[src/rtl/fhr_pkg.sv]
package fhr_pkg;
    typedef enum logic [1:0] {
        ST_IDLE  = 2'd0,
        ST_FLAG  = 2'd1,
        ST_SHIFT = 2'd2,
        ST_REARM = 2'd3
    } fhr_state_e;
endpackage

[src/rtl/fhr_line_select.sv]
module fhr_line_select #(
    parameter int NCH = 64
) (
    input  logic           use_peak,
    input  logic [NCH-1:0] thr_lines,
    input  logic [NCH-1:0] peak_lines,
    output logic [NCH-1:0] chosen,
    output logic           any_set
);
    assign chosen  = use_peak ? peak_lines : thr_lines;
    assign any_set = |chosen;
endmodule

[src/rtl/fhr_prio_enc.sv]
module fhr_prio_enc #(
    parameter int NCH = 64,
    parameter int AW  = $clog2(NCH)
) (
    input  logic [NCH-1:0] req,
    output logic [AW-1:0]  idx
);
    // Scan from the top down so the lowest set index is written last.
    always_comb begin
        idx = '0;
        for (int i = NCH - 1; i >= 0; i--) begin
            if (req[i]) idx = AW'(i);
        end
    end
endmodule

[src/rtl/first_hit_reporter.sv]
module first_hit_reporter #(
    parameter int NCH = 64
) (
    input  logic           clk,
    input  logic           rst_n,
    input  logic           trig_mode,
    input  logic [NCH-1:0] thr_hit,
    input  logic [NCH-1:0] peak_hit,
    output logic           ser_out,
    output logic           busy
);
    import fhr_pkg::*;

    localparam int AW = $clog2(NCH);
    localparam int CW = (AW > 1) ? $clog2(AW) : 1;
    localparam logic [CW-1:0] LAST_BIT = CW'(AW - 1);

    logic [NCH-1:0] sel_lines;
    logic           sel_any;
    logic [AW-1:0]  win_idx;

    fhr_state_e     state_q, state_d;
    logic [AW-1:0]  addr_q;
    logic [CW-1:0]  cnt_q;
    logic           last_bit;

    fhr_line_select #(.NCH(NCH)) u_sel (
        .use_peak   (trig_mode),
        .thr_lines  (thr_hit),
        .peak_lines (peak_hit),
        .chosen     (sel_lines),
        .any_set    (sel_any)
    );

    fhr_prio_enc #(.NCH(NCH), .AW(AW)) u_enc (
        .req (sel_lines),
        .idx (win_idx)
    );

    assign last_bit = (cnt_q == LAST_BIT);

    // Next-state logic
    always_comb begin
        state_d = state_q;
        unique case (state_q)
            ST_IDLE:  if (sel_any) state_d = ST_FLAG;
            ST_FLAG:  state_d = ST_SHIFT;
            ST_SHIFT: if (last_bit) state_d = sel_any ? ST_REARM : ST_IDLE;
            ST_REARM: if (!sel_any) state_d = ST_IDLE;
            default:  state_d = ST_IDLE;
        endcase
    end

    // State register
    always_ff @(posedge clk) begin
        if (!rst_n) state_q <= ST_IDLE;
        else        state_q <= state_d;
    end

    // Address capture and shift
    always_ff @(posedge clk) begin
        if (!rst_n) begin
            addr_q <= '0;
            cnt_q  <= '0;
        end else if (state_q == ST_IDLE && sel_any) begin
            addr_q <= win_idx;
            cnt_q  <= '0;
        end else if (state_q == ST_SHIFT) begin
            addr_q <= addr_q << 1;
            cnt_q  <= cnt_q + 1'b1;
        end
    end

    // Outputs
    always_comb begin
        ser_out = 1'b0;
        busy    = 1'b1;
        unique case (state_q)
            ST_IDLE:  busy = 1'b0;
            ST_FLAG:  ser_out = 1'b1;
            ST_SHIFT: ser_out = addr_q[AW-1];
            ST_REARM: ser_out = 1'b0;
            default:  busy = 1'b0;
        endcase
    end
endmodule

[config.mk]
export PLATFORM = sky130hd
export DESIGN_NAME = first_hit_reporter
export DESIGN_NICKNAME = d
export VERILOG_FILES = /design/src/rtl/fhr_pkg.sv /design/src/rtl/fhr_line_select.sv /design/src/rtl/fhr_prio_enc.sv /design/src/rtl/first_hit_reporter.sv
export SDC_FILE = /design/constraint.sdc
export NUM_CORES = 1
export LEC_CHECK = 0
export CAP_MARGIN = 30
export CELL_PAD_IN_SITES_DETAIL_PLACEMENT = 1
export CELL_PAD_IN_SITES_GLOBAL_PLACEMENT = 2
export CORE_ASPECT_RATIO = 1.2
export CORE_MARGIN = 3
export CORE_UTILIZATION = 21
export DETAILED_ROUTE_END_ITERATION = 16
export HOLD_SLACK_MARGIN = 0.12
export PLACE_DENSITY = 0.83
export SYNTH_ARGS = -nofsm -noshare
export SYNTH_HDL_FRONTEND = slang
export SYNTH_SLANG_ARGS = --single-unit
[constraint.sdc]
create_clock -name clk -period 2.5 [get_ports clk]
set_clock_uncertainty 0.05 [all_clocks]
set_input_delay 0.25 -clock clk [delete_from_list [all_inputs] [get_ports clk]]
set_output_delay 0.25 -clock clk [all_outputs]
set_load 0.01 [all_outputs]
## Word level (Yosys, flattened, before mapping)

Index checks and enable logic that the tools add are counted.

- Equal/unequal tests: 7
- Multiplexer cells: 74
- Reduce and logical (&&, ||, !) cells: 6
- Bitwise operators: 1
- Add/subtract/negate cells: 1

Operator list:

| operator | count |
|---|---|
| two-way mux 6 bit | 66 |
| two-way mux 64 bit | 1 |
| OR reduction 64 bit | 1 |
| two-way mux 2 bit | 4 |
| case mux 2 bit (4 select lines) | 1 |
| inequality test 2 bit (second input constant) | 3 |
| equality test 2 bit (second input constant) | 2 |
| adder 3 x 1 -> 3 bit (second input constant) | 1 |
| equality test 3 bit (second input constant) | 1 |
| AND reduction 3 bit | 1 |
| equality test 2 x 1 -> 1 bit (second input constant) | 1 |
| logical NOT 2 bit | 1 |
| case mux 1 bit (2 select lines) | 1 |
| nonzero test 2 bit | 1 |
| OR reduction 2 bit | 1 |
| logical AND 1 bit | 1 |
| two-way mux 1 bit | 1 |
| NOT 1 bit | 1 |

- Word-level logic and storage cells: 92
- Input bits: 131
- Register bits after elaboration: 11
- Output and inout port bits: 2

## Logic depth before layout (Yosys ltp)

Gate-level depths: netlist of run 1.

- Depth in word-level cells: 66
- Gate-level depth with buffers: 11
- Mapped depth without buffers: 7

## Modules after synthesis

From an unflattened synthesis of run 1, not the netlist that was laid out.

- Cell total of the unflattened synthesis: 331
- Area total of the unflattened synthesis: 2,493.6 um^2

By module, submodules not included:

| module | area an instance (um^2) | sequential area each (um^2) | times used | cells each |
|---|---|---|---|---|
| fhr_line_select | 1,074.8 | 0.0 | 1 | 120 |
| fhr_prio_enc | 825.8 | 0.0 | 1 | 147 |
| first_hit_reporter | 593.1 | 220.2 | 1 | 64 |

## Worst setup path after synthesis of run 1

No wires, ideal clock.

- Kind: input port to flip-flop
- Start: input port trig_mode
- End: register addr_q[3]
- Setup slack: 0.443 ns
- Setup time: 0.115 ns
- Buffers on the path: 1
- Required time: 2.335 ns
- Arrival: 1.892 ns
- Stages: 8
- Cell sequence: buf_6 > or3_4 > a2bb2o_4 > or2_0 > a2111o_1 > o211ai_1 > a211oi_1 > o21a_1

- Word-level cells in the longest chain between the ends: 66
- Elaborated cells on any way between the ends: 69
- Those cells by class: mux (66); reduce/logical (3)

Ends and longest elaborated chain:

| what | RTL line | text |
|---|---|---|
| from (decl) | first_hit_reporter.sv:6 | `input logic trig_mode,` |
| two-way mux 64 bit (*) | fhr_line_select.sv:10 | `assign chosen = use_peak ? peak_lines : thr_lines;` |
| two-way mux 6 bit (64 in series) | fhr_prio_enc.sv:12 | `if (req[i]) idx = AW'(i);` |
| two-way mux 6 bit | first_hit_reporter.sv:65 | `end else if (state_q == ST_IDLE && sel_any) begin` |
| to (signal assigned) | first_hit_reporter.sv:66 | `addr_q <= win_idx;` |
| to (signal assigned) | first_hit_reporter.sv:69 | `addr_q <= addr_q << 1;` |
| to (decl) | first_hit_reporter.sv:23 | `logic [AW-1:0] addr_q;` |

Every way passes the cells marked *; elsewhere a longest branch is shown, timed or not.
A chain may end at the register's enable or synchronous reset.

## Worst setup path in the final report of run 1

- Start: input port peak_hit[34]
- End: register state_q[1]

- Word-level cells in the longest chain between the ends: 5
- Elaborated cells on any way between the ends: 8
- Those cells by class: eq/ne (2); mux (4); reduce/logical (2)

Ends and longest elaborated chain:

| what | RTL line | text |
|---|---|---|
| from (decl) | first_hit_reporter.sv:8 | `input logic [NCH-1:0] peak_hit,` |
| two-way mux 64 bit (*) | fhr_line_select.sv:10 |  |
| OR reduction 64 bit (*) | fhr_line_select.sv:11 | `assign any_set = \|chosen;` |
| two-way mux 2 bit (2 in series) | first_hit_reporter.sv:48 | `ST_SHIFT: if (last_bit) state_d = sel_any ? ST_REARM : ST_IDLE;` |
| case mux 2 bit (4 select lines) | first_hit_reporter.sv:45 | `unique case (state_q)` |
| to (signal assigned) | first_hit_reporter.sv:57 | `else state_q <= state_d;` |
| to (decl) | first_hit_reporter.sv:22 | `fhr_state_e state_q, state_d;` |

Every way passes the cells marked *; elsewhere a longest branch is shown, timed or not. The select of a mux whose other input is x is not followed.

==> results.txt, run 1 <==
The synthesized netlist contains 68 unique library cells. The global-route wire length before repair is 18,400 um, and the power density over the cells is 330 nW/um^2. The flow ran to the end, and the final reports show no timing, DRC or antenna violations. The run gives 0.163 as the global-route total usage across every layer.

At the later pin of the worst-skew pair, clock insertion delay measures 240 ps. The worst path needs 2310 ps of the cycle, external delays included. For the initial standard-cell utilization of the core, the log shows 0.218. Kind of cell adding the most delay to the critical path: simple AND/OR/NAND/NOR gates. TritonCTS built the clock tree.

The worst-case IR drop observed on VDD is 218 uV. At the pin with the least slew margin, the transition time is 493 ps. The tools report the number of levels the H-tree was split into as 1. Detailed-route wire length per cell: 16.7 um.

The slowest stage of the critical path is the sky130_fd_sc_hd__clkdlybuf4s50_1 cell. The synthesized area per cell came out at 7.42 sq um. Primary flip-flop cell chosen by synthesis mapping: sky130_fd_sc_hd__dfxtp_1. The multiplexer fraction of the synthesized cell area was 0.0391; the critical path data required time was 2580 ps. The share of cells above drive strength 1 is 0.164, and the number of antenna violations at the first check in global routing is 0. The tools report the number of maximum-capacitance violations as 0. The clock passes through at most 2 buffers. Final antenna diode count: 0.

Synthesis handed over a netlist of 345 instances. The number of global-route vias before repair came out at 3,689. Detailed placement finished with a half-perimeter wire length of 9680 um.

The share of the cycle needed by the critical path after routing works out to 0.924. The fraction of the mapped netlist area in compound gates was 0.327; the number of placed I/O pins was 133. After synthesis, the largest family of logic cells by area is simple AND/OR/NAND/NOR gates. The synthesis-to-layout area growth was 69.1%. The tools report the core area as 11,700 sq um. The sequential area share after synthesis is 0.0860, and the reported leakage power is 1.53 nW.

The clock net in this run drives a total of 11 sinks. The worst setup path is launched from an input pin. The post-synthesis share of cell area spent on full adders, half adders and majority gates is 0.0342. The number of port buffers is 132.

The total length of routed wires was 11,000 um. The tree is rooted in a sky130_fd_sc_hd__clkbuf_16. The tools report the count of nets left with antenna violations after detail routing as 0.

The buffer and inverter count on the worst path is 1. In this run the worst hold path is classified as flop to flop. Setup repair after global routing left no endpoint under its margin. In this design, the stage delay of the slowest critical-path cell is 470 ps.

For this block, the initial DRC count from the detailed router was 101. Share of flip-flops with an asynchronous set or reset after synthesis: 0. The number of post-CTS setup repair buffers was 0.

Using the TritonRoute via totals, the vias-per-cell ratio works out to 5.07. The worst setup path is of the input pin to flop kind. The total negative setup slack came out at 0 ps. Yosys mapped a number of flops with a built-in enable equal to 0. For this run, the number of Yosys warnings is 0.

The relative slew slack is 0.670, and the xor and xnor area share after synthesis is 0.00684. The total nets after synthesis was 483; the vias after detailed routing was 3,332. Derived from the worst setup path, the maximum achievable clock frequency is 433 MHz. From bottom edge to top edge, the die measures 127 um.

The tools report the nature of the critical path endpoint as a flop. The tools report the max-slew violation count as 0. In this run the core area contains 43 standard-cell rows.

The critical path goes through clkdlybuf4s50_1, nor4b_2, a22oi_1, nor4_4, nand4_2, mux2i_1, a21oi_1, a32o_1. The total count of hold-check failures in the final report was 0. The die covers 13,600 sq um.

The first TritonRoute pass finished after 4 iterations. Routability-driven placement finished with a final weighted congestion of 0.833. The logs give 2390 ps for the endpoint arrival time on the critical path and 34 for the maximum number of pins on one net before global-route repair.

The final layout contains 639 nets. After clock tree synthesis, the clock-pin slew on the worst setup and hold paths is 50 ps. For this run the aggregate overflow at the end of global routing stands at 0.

The remaining design rule violation count is 0, and the simple logic cell fraction of the synthesized area is 0.433. Summing every instance area after synthesis gives 2560 sq um. Buffers inserted to repair hold after CTS numbered 0. The register bit total from synthesis was 11; the final setup violation count was 0.

The number of instances resized during post-cts repair was 0; the maximum fanout encountered on the critical timing path was 4. TritonCTS created 3 clock buffers. The die is 107 um wide. For the end-of-flow core utilization, the log shows 0.369.
==> final timing paths <==
check,start,endpoint,slack [ps],depth (start not counted)
max,peak_hit[34],state_q[1],190,8
max reg2reg,state_q[0],state_q[1],910,5
min reg2reg,addr_q[0],addr_q[0],450,2
min,addr_q[0],addr_q[0],450,2
==> routing by layer <==
layer	routed length [um]	part of all wire	track usage	up-vias
li1	-	-	-	1658
met1	4210	0.38	0.181	1586
met2	6190	0.56	0.323	78
met3	456	0.041	0.0243	10
met4	135	0.012	0.0331	0
met5	0	0	0	-
==> cell families (layout without fill, tap and decap cells) <==
| family | after synthesis | after routing |
|---|---|---|
| AO/OA/AOI/OAI | 117 | 117 |
| XOR/XNOR | 2 | 2 |
| adder cells (fa/ha/maj) | 7 | 7 |
| buffers and inverters | 39 | 194 |
| flip-flops | 11 | 11 |
| multiplexers | 10 | 10 |
| AND/OR/NAND/NOR | 159 | 159 |
==> synth_stat cells, drive strengths merged (6+ instances only) <==
library cell	n	area (sq um)
a21oi	28	140
nor2b	14	87.6
o22ai	15	100
dfxtp	11	220
inv	26	97.6
nand2	8	32.5
a211oi	6	45.0
nor2	29	109
buf	13	91.3
nand2b	9	56.3
or2	7	43.8
nor3	42	250
nor3b	27	289
ha	7	87.6
nor4	8	108
o32ai	9	78.8
mux2i	10	100
o21ai	12	60.1
==> power breakdown <==
| part | leakage, nW | switching [W] | internal, W |
|---|---|---|---|
| Sequential | 0.0901 | 0.0000419 | 0.000230 |
| Combinational | 1.40 | 0.000408 | 0.000449 |
| Clock | 0.0409 | 0.0000897 | 0.000213 |
| Total | 1.53 | 0.000539 | 0.000891 |
==> metrics by stage <==
stage / instances / hold slack [ps] / power (W) / setup WS [ps] / cell area [sq um]
floorplan: 345 / 342 / 0.000681 / 443 / 2560
global placement: 653 / 438 / 0.00110 / -43.7 / 4240
detailed placement: 653 / 440 / 0.00113 / -117 / 4240
CTS: 657 / 447 / 0.00144 / 136 / 4320
global route: 657 / 486 / 0.00154 / 0.402 / 4330
finish: 657 / 452 / 0.00143 / 191 / 4330
==> registers in the layout, summed over array words and instances, names as in the netlist <==
signal and cells:
addr_q 6, cnt_q 3, state_q 2
==> tightest hold or removal path: cells and delay by family (launching register included) <==
kind            cells  cell delay (ps)
simple gates        1               80
compound gates      1               60
flops               1              310
==> cell usage in the layout (no fill, tap or decap), types with 9 or more instances in the layout <==
cell type / instances
sky130_fd_sc_hd__a21oi_1: 28
sky130_fd_sc_hd__nor3b_2: 16
sky130_fd_sc_hd__buf_4: 31
sky130_fd_sc_hd__o21ai_0: 12
sky130_fd_sc_hd__o32ai_1: 9
sky130_fd_sc_hd__mux2i_1: 10
sky130_fd_sc_hd__nor2_1: 29
sky130_fd_sc_hd__nor3b_1: 10
sky130_fd_sc_hd__nor2b_1: 14
sky130_fd_sc_hd__o22ai_1: 14
sky130_fd_sc_hd__inv_1: 26
sky130_fd_sc_hd__clkdlybuf4s50_1: 131
sky130_fd_sc_hd__dfxtp_1: 11
sky130_fd_sc_hd__nor3_1: 33
sky130_fd_sc_hd__nand2b_1: 9
sky130_fd_sc_hd__nor3_2: 9
==> cell type report <==
class | count | area, sq um
Inverter | 26 | 97.6
Sequential cell | 11 | 220
Timing Repair Buffer | 164 | 1580
Tap cell | 157 | 196
Fill cell | 1458 | 7400
Multi-Input combinational cell | 295 | 2160
Clock buffer | 3 | 75.1
Clock inverter | 1 | 5.00
(Power assumes the default switching activity.)
==> inputs of run 2 (changes only) <==
Settings changed: ABC_AREA set to 1, CORE_UTILIZATION 21 to 18, PLACE_DENSITY 0.83 to 0.84.
==> run 2 against run 1 <==
Against the previous run:
- the run now ends with setup timing left
- largest power group unchanged
- first-iteration DRC count is 77% lower
- critical endpoint is now addr_q[0]
- routed wire length fell by 16%
- core utilization increased by 9.5 points
==> results.txt, run 2 <==
The run finished, with violations left. The final reports fail on setup timing. The initial standard-cell utilization of the core is 0.187 (-0.0311), and the synthesized area per cell is 6.29 sq um (-15%). The tools report the clock latency at the later pin of the worst-skew pair as 240 ps (about the same).

For the switching power of the nets, the log shows 0.000717 W (+33%). The share of cells above drive strength 1 is 0.380 (+0.216). The register bit total from synthesis was 11 (unchanged); the maximum number of pins on one net before global-route repair was 36 (+5.9%). The site row count was 42 (-2.3%). Setup repair after global routing could not meet its margin everywhere. TritonCTS built the clock tree. The synthesized design spends more area on one cell type than any other, namely sky130_fd_sc_hd__mux2i_1.

The number of port buffers is 132 (unchanged). Nature of the critical path endpoint: a flop. Counting flops per register, the top entry is addr_q. The final antenna diode count was 0 (unchanged). For the endpoint arrival time on the critical path, the log shows 3890 ps (+1500 ps). The critical path data required time was 2580 ps (about the same); the initial DRC count was 23 (-77%).

The tools report the number of antenna violations at the first check in global routing as 0 (unchanged). The reported leakage power was 2.30 nW (+50%); the overall die area was 13,000 sq um (-3.9%). The count of nets left with antenna violations after detail routing was 0 (unchanged).

Post-synthesis cell area: 2110 sq um (-18%). The detailed-route wire length per cell was 12.5 um (-25%). The kind of critical path was input pin to flop.

The fraction of power spent switching nets is 0.376 (-0.000608). The global-route total usage across every layer is 0.124 (-0.0390). Most common cell after layout, fill and taps aside: sky130_fd_sc_hd__clkdlybuf4s50_1.

The tools report the post-placement cell count as 679 (+4.0%). Flip-flop count of the largest register, all copies and words added: 6 (unchanged). The number of standard cells in the layout, taps in and fillers out was 738 (+12%); the power density over the cells was 365 nW/um^2 (+10%). The core area is 11,200 sq um (-4.1%). The tools report the smallest setup slack after layout as -1310 ps (-1500 ps). The largest incremental delay on the critical path is 240 ps (-230 ps). The logs give 0.720 (+0.0502) for the relative slew slack and 723 (+13%) for the final layout net count. sky130_fd_sc_hd__nand2_1 is the most common cell in the netlist.

The share of flip-flops with an asynchronous set or reset after synthesis is 0 (unchanged), and the HPWL reported at the end of detailed placement is 6820 um (-30%). The logs give 0 (unchanged) for the total congestion overflow after global routing and 3 (unchanged) for the number of clock buffers inserted by TritonCTS. The global-route wire length before repair is 14,200 um (-23%). The final weighted congestion in routability-driven placement was 0.708 (-15%); the floorplan die width was 105 um (-1.9%).

The run gives 1 (unchanged) as the number of levels the H-tree was split into. The cell with the biggest individual delay on the critical path was sky130_fd_sc_hd__mux2i_4. The number of enable flip-flop cells after synthesis was 0 (unchanged). The path class of the tightest hold or removal check is flop to flop. The run gives 263 MHz (-39%) as the highest clock frequency the design can meet. The power consumption was 0.00190 W (+33%). Sequential power share: 0.144 (-0.046).

The run gives 0.701 (+0.102) as the combinational group share of total power. The length of the first detailed-routing pass in iterations is 4 (unchanged). Clock sink total: 11 (unchanged). The origin of the worst min-delay path is addr_q[0]. The largest registers in the layout are addr_q: 6 flops, cnt_q: 3 flops, state_q: 2 flops. In the synthesized netlist the dominant register cell turns out to be sky130_fd_sc_hd__dfxtp_1. The height of the die is 124 um (-2.0%). The vias per cell works out to 4.20 (-17%). The critical path startpoint category is an input pin. The internal power contribution is 0.00119 W (+33%). CTS placed an instance of sky130_fd_sc_hd__clkbuf_16 at the clock tree root.

The transition time at the pin with the least slew margin works out to 420 ps (-73.8 ps). The final setup violation count came out at 11 (+11). Total count of hold-check failures in the final report: 0 (unchanged).

The commonest cells after synthesis are sky130_fd_sc_hd__nand2_1 (126), sky130_fd_sc_hd__mux2i_1 (57), sky130_fd_sc_hd__nor2_1 (53), sky130_fd_sc_hd__inv_1 (16), sky130_fd_sc_hd__dfxtp_1 (11). The final critical path time including I/O delays and setup is 3810 ps (+1500 ps). The maximum fanout encountered on the critical timing path works out to 8 (+4).

For the max-slew violation count, the log shows 0 (unchanged). The number of maximum-capacitance violations was 0 (unchanged); the distinct cell type count of the synthesized netlist was 34 (-50%). The register clock-pin slew on the reported worst setup and hold paths was 40 ps (about the same). The share of the cycle needed by the critical path after routing came out at 1.52 (+0.599). The number of placed I/O pins came out at 133 (unchanged).

The run gives 3,098 (-7.0%) as the vias after detailed routing. The end-of-flow core utilization was 0.464 (+0.0950). The run gives 185 uV (-15%) as the worst voltage drop across the vdd grid.

The tools report the cell count after synthesis as 335 (-2.9%). In this run the worst setup path begins at trig_mode. The post-route cell area is 5220 sq um (+21%). Share of Yosys cell area claimed by the top area cell type: 0.271 (+0.185). The total of warnings raised by yosys came out at 0 (unchanged). In the post-synthesis netlist, the biggest area contributors are sky130_fd_sc_hd__mux2i_1 (27%), sky130_fd_sc_hd__nand2_1 (22%), sky130_fd_sc_hd__dfxtp_1 (10%), sky130_fd_sc_hd__nor2_1 (9.4%), sky130_fd_sc_hd__ha_1 (4.2%).

Clock power share: 0.154 (-0.057). The startpoint identified for the worst register-to-register timing path is state_q[0]. The worst hold slack is 421 ps (-30.4 ps), and the synthesis-to-layout area growth is 148%. The number of global-route vias before repair came out at 3,276 (-11%). The total length of routed wires is 9250 um (-16%), and the total nets after synthesis is 473 (-2.1%).

The sequential area share after synthesis is 0.105 (+0.0186), and the placed instance area is 4020 sq um (-5.0%). The tools report the remaining design rule violation count as 0 (unchanged). The clock tree buffer depth came out at 2 (unchanged). Leaving out fill and tap cells, the most frequent cells in the layout are sky130_fd_sc_hd__clkdlybuf4s50_1 (118), sky130_fd_sc_hd__nand2_1 (110), sky130_fd_sc_hd__buf_4 (93), sky130_fd_sc_hd__nor2_1 (35), sky130_fd_sc_hd__mux2i_1 (30).

The cell type with the highest occurrence count on the critical path was sky130_fd_sc_hd__nand2_1.
-- run 2: repair_timing --
item                                    in CTS  in global routing
endpoints found under the setup margin      11                 11
pin swaps                                   63                 50
cloned                                       0                  2
gates resized for setup                     62                118
hold buffers                                 0                  0
buffers inserted                            48                 25
-- run 2: final cells by class --
class / instances / area, sq um
inverter: 23 / 103
sequential: 11 / 220
tap: 154 / 193
clock buffer: 4 / 78.8
timing repair buffer: 253 / 2410
multi-input combinational: 293 / 2210
fill: 1370 / 6020
-- run 2: critical path, delay by kind of cell --
| kind | cells | cell delay (ps) |
|---|---|---|
| simple gates | 60 | 3060 |
| mux | 1 | 240 |
| buf+inv | 2 | 220 |
| compound gates | 1 | 50 |
-- run 2: path summary, 6_finish.rpt --
check,end,slack [ps],depth (start not counted)
max,addr_q[0],-1310,64
min reg2reg,addr_q[0],420,2
min,addr_q[0],420,2
max reg2reg,state_q[1],530,8
-- run 2: logic make-up (layout without fill, tap and decap cells) --
group	count (synthesis)	count (layout)	share of synthesized area
simple gates	195	195	0.360
mux	59	59	0.292
buf+inv	31	280	0.105
compound gates	30	30	0.0885
flops	11	11	0.105
fa+ha+maj	7	7	0.0416
xor+xnor	2	2	0.00832
-- run 2: stage by stage --
stage               setup TNS, ps  setup WS [ps]
CTS                         -6140          -1410
global placement            -7140          -1860
finish                      -5410          -1310
detailed placement          -7930          -1920
floorplan                   -2090          -1070
global route                -8320          -2020
-- run 2: per-layer routing --
layer,part of all wire,routed length (um),global-route usage,up-vias
met2,0.58,5400,0.253,79
met3,0.045,414,0.0187,8
met4,0.010,93,0.0309,0
met1,0.36,3340,0.129,1418
li1,-,-,-,1593
met5,0,0,0,-
-- run 2: power by group through the flow --
stage | logic (W) | registers, W | clock network (W)
floorplan | 0.000493 | 0.000261 | 0
global placement | 0.000952 | 0.000267 | 0
detailed placement | 0.000987 | 0.000273 | 0
CTS | 0.00115 | 0.000275 | 0.000296
global route | 0.00147 | 0.000281 | 0.000316
finish | 0.00134 | 0.000275 | 0.000294
